`src/rtl/sdr_burst_pkg.sv`:
```
package sdr_burst_pkg;

   // decoded burst configuration, captured at start
   typedef struct packed {
      logic       full;    // page-length burst
      logic [1:0] lg2;     // log2 of fixed length (0..3)
      logic       ileave;  // XOR ordering requested
      logic       bad;     // undefined length code
   } burst_cfg_t;

   localparam logic [2:0] LEN_CODE_1    = 3'b000;
   localparam logic [2:0] LEN_CODE_2    = 3'b001;
   localparam logic [2:0] LEN_CODE_4    = 3'b010;
   localparam logic [2:0] LEN_CODE_8    = 3'b011;
   localparam logic [2:0] LEN_CODE_PAGE = 3'b111;

endpackage

```
`src/rtl/sbs_mode_decode.sv`:
```
module sbs_mode_decode
   import sdr_burst_pkg::*;
#(
   parameter int MODE_W   = 10,
   parameter int TYPE_BIT = 3,
   parameter int WB_BIT   = 9
) (
   input  logic [MODE_W-1:0] mode_i,
   input  logic              wr_i,
   output burst_cfg_t        cfg_o
);

   logic [2:0] len_code;
   logic       single_wr;

   assign len_code  = mode_i[2:0];
   assign single_wr = wr_i & mode_i[WB_BIT];

   always_comb begin
      cfg_o        = '0;
      cfg_o.ileave = mode_i[TYPE_BIT];
      case (len_code)
         LEN_CODE_1:    cfg_o.lg2 = 2'd0;
         LEN_CODE_2:    cfg_o.lg2 = 2'd1;
         LEN_CODE_4:    cfg_o.lg2 = 2'd2;
         LEN_CODE_8:    cfg_o.lg2 = 2'd3;
         LEN_CODE_PAGE: cfg_o.full = 1'b1;
         default:       cfg_o.bad = 1'b1;
      endcase
      if (single_wr) begin
         cfg_o.full = 1'b0;
         cfg_o.lg2  = 2'd0;
      end
   end

   // latency and spare bits are carried in the word but not used here
   logic unused_mode;
   assign unused_mode = ^mode_i;

endmodule

```
`src/rtl/sbs_beat_ctrl.sv`:
```
module sbs_beat_ctrl
   import sdr_burst_pkg::*;
#(
   parameter int COL_W = 8
) (
   input  logic             clk,
   input  logic             rst_n,
   input  logic             start_i,
   input  logic             stop_i,
   input  burst_cfg_t       cfg_i,
   output logic             active_o,
   output logic [COL_W-1:0] cnt_o,
   output burst_cfg_t       cfg_q_o,
   output logic             last_o
);

   localparam logic [COL_W-1:0] ONE = COL_W'(1);

   logic             active_q;
   logic [COL_W-1:0] cnt_q;
   burst_cfg_t       cfg_q;
   logic [COL_W-1:0] len_m1;
   logic             last_w;

   assign len_m1 = cfg_q.full ? '1 : ((ONE << cfg_q.lg2) - ONE);
   assign last_w = active_q & ~cfg_q.full & (cnt_q == len_m1);

   always_ff @(posedge clk) begin
      if (!rst_n) begin
         active_q <= 1'b0;
         cnt_q    <= '0;
         cfg_q    <= '0;
      end else if (start_i) begin
         active_q <= 1'b1;
         cnt_q    <= '0;
         cfg_q    <= cfg_i;
      end else if (active_q) begin
         if (stop_i || last_w) begin
            active_q <= 1'b0;
         end else begin
            cnt_q <= cnt_q + ONE;
         end
      end
   end

   assign active_o = active_q;
   assign cnt_o    = cnt_q;
   assign cfg_q_o  = cfg_q;
   assign last_o   = last_w;

   // a final-beat flag only ever marks a live beat
   a_r2_last_live: assert property (@(posedge clk) disable iff (!rst_n)
      last_o |-> active_o);

   // burst ends after its final beat unless restarted
   a_r2_end_after_last: assert property (@(posedge clk) disable iff (!rst_n)
      (last_o && !start_i) |=> !active_o);

   // stop ends an active burst
   a_r6_stop_ends: assert property (@(posedge clk) disable iff (!rst_n)
      (active_o && stop_i && !start_i) |=> !active_o);

   // start always yields beat 0 next cycle
   a_r11_start_beat0: assert property (@(posedge clk) disable iff (!rst_n)
      start_i |=> (active_o && cnt_o == '0));

endmodule

```
`src/rtl/sbs_col_gen.sv`:
```
module sbs_col_gen
   import sdr_burst_pkg::*;
#(
   parameter int COL_W     = 8,
   parameter bit EN_ILEAVE = 1'b1
) (
   input  logic [COL_W-1:0] base_i,
   input  logic [COL_W-1:0] cnt_i,
   input  burst_cfg_t       cfg_i,
   output logic [COL_W-1:0] col_o
);

   localparam logic [COL_W-1:0] ONE = COL_W'(1);

   logic [COL_W-1:0] mask;
   logic [COL_W-1:0] seq_col;

   assign mask    = cfg_i.full ? '1 : ((ONE << cfg_i.lg2) - ONE);
   assign seq_col = (base_i & ~mask) | ((base_i + cnt_i) & mask);

   generate
      if (EN_ILEAVE) begin : g_ileave
         logic [COL_W-1:0] xor_col;
         assign xor_col = base_i ^ (cnt_i & mask);
         assign col_o   = (cfg_i.ileave && !cfg_i.full) ? xor_col : seq_col;
      end else begin : g_seq_only
         logic unused_ileave;
         assign unused_ileave = cfg_i.ileave;
         assign col_o = seq_col;
      end
   endgenerate

endmodule

```
`src/rtl/sdram_burst_seq.sv`:
```
module sdram_burst_seq
   import sdr_burst_pkg::*;
#(
   parameter int COL_W     = 8,
   parameter int MODE_W    = 10,
   parameter int TYPE_BIT  = 3,
   parameter int WB_BIT    = 9,
   parameter bit EN_ILEAVE = 1'b1
) (
   input  logic              clk,
   input  logic              rst_n,
   input  logic [MODE_W-1:0] mode_i,
   input  logic              wr_i,
   input  logic [COL_W-1:0]  col_i,
   input  logic              start_i,
   input  logic              stop_i,
   output logic [COL_W-1:0]  col_o,
   output logic              valid_o,
   output logic              last_o,
   output logic              err_o
);

   localparam int BLK_W = 3;  // low bits spanned by the longest fixed burst

   generate
      if (COL_W <= BLK_W) begin : g_chk_col
         $error("COL_W must exceed the 8-beat block width");
      end
      if (MODE_W < 7 || WB_BIT >= MODE_W || TYPE_BIT >= MODE_W) begin : g_chk_mode
         $error("mode word too narrow for its fields");
      end
   endgenerate

   burst_cfg_t       cfg_live;
   burst_cfg_t       cfg_q;
   logic [COL_W-1:0] base_q;
   logic [COL_W-1:0] cnt;
   logic             active;

   sbs_mode_decode #(
      .MODE_W   (MODE_W),
      .TYPE_BIT (TYPE_BIT),
      .WB_BIT   (WB_BIT)
   ) u_dec (
      .mode_i (mode_i),
      .wr_i   (wr_i),
      .cfg_o  (cfg_live)
   );

   sbs_beat_ctrl #(
      .COL_W (COL_W)
   ) u_ctrl (
      .clk      (clk),
      .rst_n    (rst_n),
      .start_i  (start_i),
      .stop_i   (stop_i),
      .cfg_i    (cfg_live),
      .active_o (active),
      .cnt_o    (cnt),
      .cfg_q_o  (cfg_q),
      .last_o   (last_o)
   );

   always_ff @(posedge clk) begin
      if (!rst_n) begin
         base_q <= '0;
      end else if (start_i) begin
         base_q <= col_i;
      end
   end

   sbs_col_gen #(
      .COL_W     (COL_W),
      .EN_ILEAVE (EN_ILEAVE)
   ) u_col (
      .base_i (base_q),
      .cnt_i  (cnt),
      .cfg_i  (cfg_q),
      .col_o  (col_o)
   );

   assign valid_o = active;
   assign err_o   = cfg_live.bad;

   // within a fixed burst the bits above the 8-beat block never move
   a_r3_upper_fixed: assert property (@(posedge clk) disable iff (!rst_n)
      (valid_o && !cfg_q.full && $past(valid_o) && !$past(start_i))
         |-> $stable(col_o[COL_W-1:BLK_W]));

   // a start under an undefined length code yields a one-beat burst
   a_r8_bad_single: assert property (@(posedge clk) disable iff (!rst_n)
      ($past(start_i) && $past(err_o) && valid_o) |-> last_o);

endmodule

```
`config.mk`:
```
export PLATFORM = sky130hd
export DESIGN_NAME = sdram_burst_seq
export DESIGN_NICKNAME = d
export VERILOG_FILES = /design/src/rtl/sdr_burst_pkg.sv /design/src/rtl/sbs_mode_decode.sv /design/src/rtl/sbs_beat_ctrl.sv /design/src/rtl/sbs_col_gen.sv /design/src/rtl/sdram_burst_seq.sv
export SDC_FILE = /design/constraint.sdc
export NUM_CORES = 1
export LEC_CHECK = 0
export ABC_AREA = 1
export BUFFER_PORTS_ARGS = -buffer_cell sky130_fd_sc_hd__buf_2
export CAP_MARGIN = 5
export CORE_MARGIN = 2
export CORE_UTILIZATION = 56
export CTS_BUF_LIST = sky130_fd_sc_hd__clkbuf_16
export DETAILED_ROUTE_END_ITERATION = 8
export PLACE_DENSITY = 0.79
export SYNTH_ARGS = -nofsm -noshare
export SYNTH_HDL_FRONTEND = slang
export SYNTH_SLANG_ARGS = --single-unit
```
`constraint.sdc`:
```
create_clock -name clk -period 6 [get_ports clk]
set_clock_uncertainty 0.1 [all_clocks]
set_input_delay 0.3 -clock clk [delete_from_list [all_inputs] [get_ports clk]]
set_output_delay 0.3 -clock clk [all_outputs]
set_load 0.1 [all_outputs]
```
# == Word-level counts from Yosys, hierarchy flattened ==
# Cells that the tools add are included.
# op_classes
shifts,1
div_mod_pow,0
n_reduce_logical,7
multipliers,0
n_bitwise,12
eq_ne,5
n_addsub,3
n_lt_le_gt_ge,0
mux,9
# ops
operator,n
$and A8 B8 Y8,3
$mux W8,2
$add A8 B1 Y8 const B,1
$add A8 B8 Y8,1
$eq A8 B8 Y1,1
$not A8 Y8,1
$or A8 B8 Y8,1
$shl A1 B2 Y8 const A,1
$sub A8 B1 Y8 const B,1
$xor A8 B8 Y8,1
$eq A3 B2 Y1 const B,2
$pmux W2 S3,1
$mux W1,5
$reduce_or A5 Y1,1
$and A1 B1 Y1,3
$eq A3 B1 Y1 const B,1
$eq A3 B3 Y1 const B,1
$logic_not A3 Y1,1
$mux W3,1
$not A1 Y1,3
$reduce_and A2 Y1,1
$reduce_or A2 Y1,1
$logic_and A1 B1 Y1,1
$logic_not A1 Y1,1
$logic_or A1 B1 Y1,1
# totals
ram_bits,0
register_bits,21
mem_bits_ro,0
output_inout_bits,11
mem_count,0
latchBits,0
input_bits,23

# == Depth between registers and ports, before layout ==
# depth
depth_word,9
depth_mapped,11

# == Cells and area by module ==
# Synthesis repeated with hierarchy kept, for this count alone.
# unflattened
hier_cells,280
hier_area_um2,1735.4
# modules_own_cells
module,area_each_um2,cells_per_inst,instances,seq_area_each_um2
sbs_beat_ctrl,740.7,109,1,280.3
sbs_col_gen,590.6,109,1,0.0
sdram_burst_seq,356.6,51,1,160.2
sbs_mode_decode,47.5,11,1,0.0

# == Least setup slack after synthesis ==
# OpenSTA, ideal clock, no wires.
# synth_path
kind,register -> output
startpoint,"register, netlist name u_ctrl.cfg_q_o[3]"
endpoint,output port col_o[1]
n_path_buf,0
stages_incl_launch_ff,8
required_ns,5.600
t_arrival_ns,3.226
slack_ns,2.374
path_cell_list,dfxtp_1 > inv_1 > nand2_1 > ha_1 > nand2_1 > ha_1 > xnor2_1 > o21ai_0
# synth_between
elab_chain_len,7
elab_cells_between_ends,10
cone_classes,1 x add/sub; 1 x shift; 2 x mux; 6 x bitwise
# synth_lines
element,line,text
$shl A1 B2 Y8 *,sbs_col_gen.sv:18,assign mask = cfg_i.full ? '1 : ((ONE << cfg_i.lg2) - ONE);
$sub A8 B1 Y8 *,sbs_col_gen.sv:18,
$mux W8 *,sbs_col_gen.sv:18,
$not A8 Y8,sbs_col_gen.sv:19,assign seq_col = (base_i & ~mask) | ((base_i + cnt_i) & mask);
$and A8 B8 Y8,sbs_col_gen.sv:19,
$or A8 B8 Y8,sbs_col_gen.sv:19,
$mux W8 *,sbs_col_gen.sv:25,assign col_o = (cfg_i.ileave && !cfg_i.full) ? xor_col : seq_col;
to (decl),sdram_burst_seq.sv:17,"output logic [COL_W-1:0] col_o,"
# Every way passes the cells marked *; elsewhere a longest branch is shown, timed or not.

# == Final worst setup path ==
# layout_path
startpoint,"register u_ctrl.cnt_q[0], in the netlist u_ctrl.cnt_o[0]"
endpoint,output port col_o[4]
# layout_between
elab_chain_len,4
# layout_lines
element,line,text
from (decl),sbs_beat_ctrl.sv:20,logic [COL_W-1:0] cnt_q;
from (signal assigned),sbs_beat_ctrl.sv:41,cnt_q <= cnt_q + ONE;
$add A8 B8 Y8,sbs_col_gen.sv:19,
$and A8 B8 Y8,sbs_col_gen.sv:19,
$or A8 B8 Y8,sbs_col_gen.sv:19,
$mux W8,sbs_col_gen.sv:25,
# No other way between the ends.

==> impl_metrics.csv <==
group,metric,value,unit
detailed_routing,vias,1690,
sta,max-slew-margin-rel,0.6758,
power,ir_worst_vdd,0.1744,mV
worst_setup_path,start_kind,"flop",
sta,tightest_slew,489.6,ps
yosys,synth_seq_cells,21,
grt,gr-usage-met1,0.3329,
placement,place_congestion,0.8429,
placement,port_buffers,28,
grt,grt_pass1_vias,1537,
cells_and_area,area_growth_syn_to_layout,13.77,%
grt,overflow,0,
floorplan,num_io_pins,34,
floorplan,die_w,59.09,µm
sta,rsz0062_at_grt,"no",
yosys,async_flop_share,0,
detailed_routing,drt_iter0_drc,65,
yosys,synth.distinct_cells,25,
floorplan,start_util,0.6006,
worst_setup_path,critPathMaxFanout,5,
sta,post-route-period-util,0.4568,
grt,grt_antenna_before_repair,0,
yosys,syn_nets,303,
worst_setup_path,critical_path_required,5600,ps
yosys,synth_edf_count,0,
detailed_routing,postRouteWirelength,3812,µm
grt,grt_max_degree,15,
yosys,ys.flop_type,"dfxtp_1",
clocking,insertion_delay,250,ps
cells_and_area,drive_gt1_frac,0.1315,
sta,hold_viol_final,0,
floorplan,fp.dieH,59.09,µm
clocking,cts_resized,0,
placement,detailedPlace.worstSlack,3520,ps
worst_setup_path,crit_path_end_kind,"primary output",
worst_hold_path,worstHoldPathType,"input port to flop",
yosys,syn_avg_cell_area,6.510,µm²
sta,layout_setup_ws,3259,ps
detailed_routing,wl_per_cell,11.91,µm
grt,grt_util_met3,0.01965,
grt,grt_use_total,0.2475,
worst_setup_path,worstSetupPathType,"flop to primary output",
sta,fin_crit,2741,ps
worst_setup_path,crit_arrival,2340,ps
clocking,clock-sinks,21,
yosys,yosysWarnings,0,
worst_setup_path,r2r-start,"u_ctrl.cfg_q_o[3]",
detailed_routing,dr.pass1.iters,4,
yosys,yosysSeqAreaShare,0.2474,
detailed_routing,vias_per_cell,5.281,
grt,grt_pass1_wl,6624,µm
clocking,cts.path.max_buffers,2,
clocking,cts_root_buf,"clkbuf_16",
worst_setup_path,rr_worst_depth,11,
yosys,synth_area,0.001699,mm²
grt,top_usage_layer,"met2",
yosys,synth_cells,261,
sta,setup_viol,0,
detailed_routing,drc,0,
worst_setup_path,r2r_setup_slack,3760,ps
worst_setup_path,crit_path_end,"col_o[4]",
floorplan,rows,19,
clocking,cts_htree_levels,1,
power,p_per_area,209.1,mW/mm²
cells_and_area,n_antenna_cell,0,
power,power.leakage,1.048,nW
clocking,numCtsBuffers,3,
grt,grt.met2_usage,0.4254,
sta,tns,0,ps
clocking,cts_setup_buffers,0,
sta,fmax,0.3649,GHz
cells_and_area,nets,332,
flow_run,maxCapViolations,0,
detailed_routing,ant_nets,0,
floorplan,design.core.area,0.002829,mm²
clocking,clk_pin_slew,50,ps
placement,place.detailed.hpwl,3014,µm
status,outcome,"completed",
worst_setup_path,crit_path_start,"u_ctrl.cnt_o[0]",
clocking,cts_hold_buf,0,
floorplan,dieArea,0.003491,mm²
sta,maxSlewViolCount,0,
clocking,tritoncts,"yes",
worst_setup_path,r2r_end,"u_ctrl.cnt_o[6]",
[cells in the mapped netlist (2+ instances only)]
library cell,number,area share
a21oi_1,17,0.050
clkbuf_1,2,0.0044
dfxtp_1,21,0.25
ha_1,18,0.13
inv_1,37,0.082
nand2_1,73,0.16
nand3_1,24,0.071
nand3b_1,2,0.0088
nand4_1,5,0.018
nor2_1,17,0.038
o21ai_0,19,0.056
o22ai_1,4,0.015
or2_2,2,0.0074
xnor2_1,5,0.026
xor2_1,5,0.026
[per-layer routing]
metal	wire length (µm)	up-vias
li1	-	907
met1	1865	751
met2	1818	30
met3	106	2
met5	0	-
met4	22	0
[critical path: stages (launching register included)]
cell and delay [ps]:
dfxtp_1 430, ha_1 200, inv_1 60, fa_1 410
inv_1 90, a21oi_1 70, or2_2 270, nand3_1 70
nand2_1 50, nand2_1 40, buf_2 410
[area by class of cell]
class | instances | area [µm²]
clock buffers | 3 | 75.07
clock inverters | 1 | 3.754
fillers | 272 | 895.9
repair buffers | 28 | 140.1
well taps | 31 | 38.79
inverters | 38 | 142.6
flip-flops and latches | 21 | 420.4
multi-input cells | 198 | 1112
[per-stage QoR]
| stage | instances | hold slack, ps | power, mW | utilization | cell area, µm² |
|---|---|---|---|---|---|
| floorplan | 261 | 330.4 | 0.2484 | - | 1699 |
| global placement | 316 | 385.6 | 0.2693 | 0.6555 | 1854 |
| detailed placement | 316 | 388.5 | 0.2706 | 0.6555 | 1854 |
| CTS | 320 | 165.6 | 0.4074 | 0.6833 | 1933 |
| global route | 320 | 179.5 | 0.4221 | 0.6833 | 1933 |
| finish | 320 | 167.9 | 0.4042 | 0.6833 | 1933 |
[sequential cells by signal (all words and copies together) (netlist names)]
signal and flops:
base_q 8, u_ctrl.active_o 1, u_ctrl.cfg_q_o 4, u_ctrl.cnt_o 8
[power breakdown]
group	switching [mW]	leakage [nW]	internal [mW]
combinational	0.0922	0.834	0.0256
sequential	0.00558	0.172	0.145
clock	0.0476	0.0423	0.0886
total	0.145	1.05	0.259
[cell families after synthesis]
kind of cell	share of synthesized area
AO/OA/AOI/OAI	0.1384
adder cells (fa/ha/maj)	0.1443
buffers and inverters	0.09793
XOR/XNOR	0.05154
AND/OR/NAND/NOR	0.3203
flip-flops	0.2474
[placed cells by master (no fill, tap or decap), types with 3 or more instances in the layout]
| cell type | count |
|---|---|
| a21oi_1 | 17 |
| nand4_1 | 5 |
| buf_2 | 28 |
| o21ai_0 | 19 |
| xnor2_1 | 5 |
| clkbuf_16 | 3 |
| nor2_1 | 17 |
| dfxtp_1 | 21 |
| nand2_1 | 73 |
| nand3_1 | 24 |
| xor2_1 | 5 |
| o22ai_1 | 4 |
| ha_1 | 18 |
| inv_1 | 38 |
[worst min-delay path by stage]
| stage | from | endpoint | slack (ps) | depth (start not counted) |
|---|---|---|---|---|
| finish | col_i[1] | base_q[1] | 170 | 3 |
| global route | col_i[6] | base_q[6] | 180 | 3 |
| CTS | col_i[1] | base_q[1] | 170 | 3 |
| detailed placement | base_q[0] | base_q[0] | 390 | 2 |
| global placement | base_q[0] | base_q[0] | 390 | 2 |
| floorplan | col_i[1] | base_q[1] | 330 | 2 |
No activity file was read; power rests on OpenSTA's default activity.
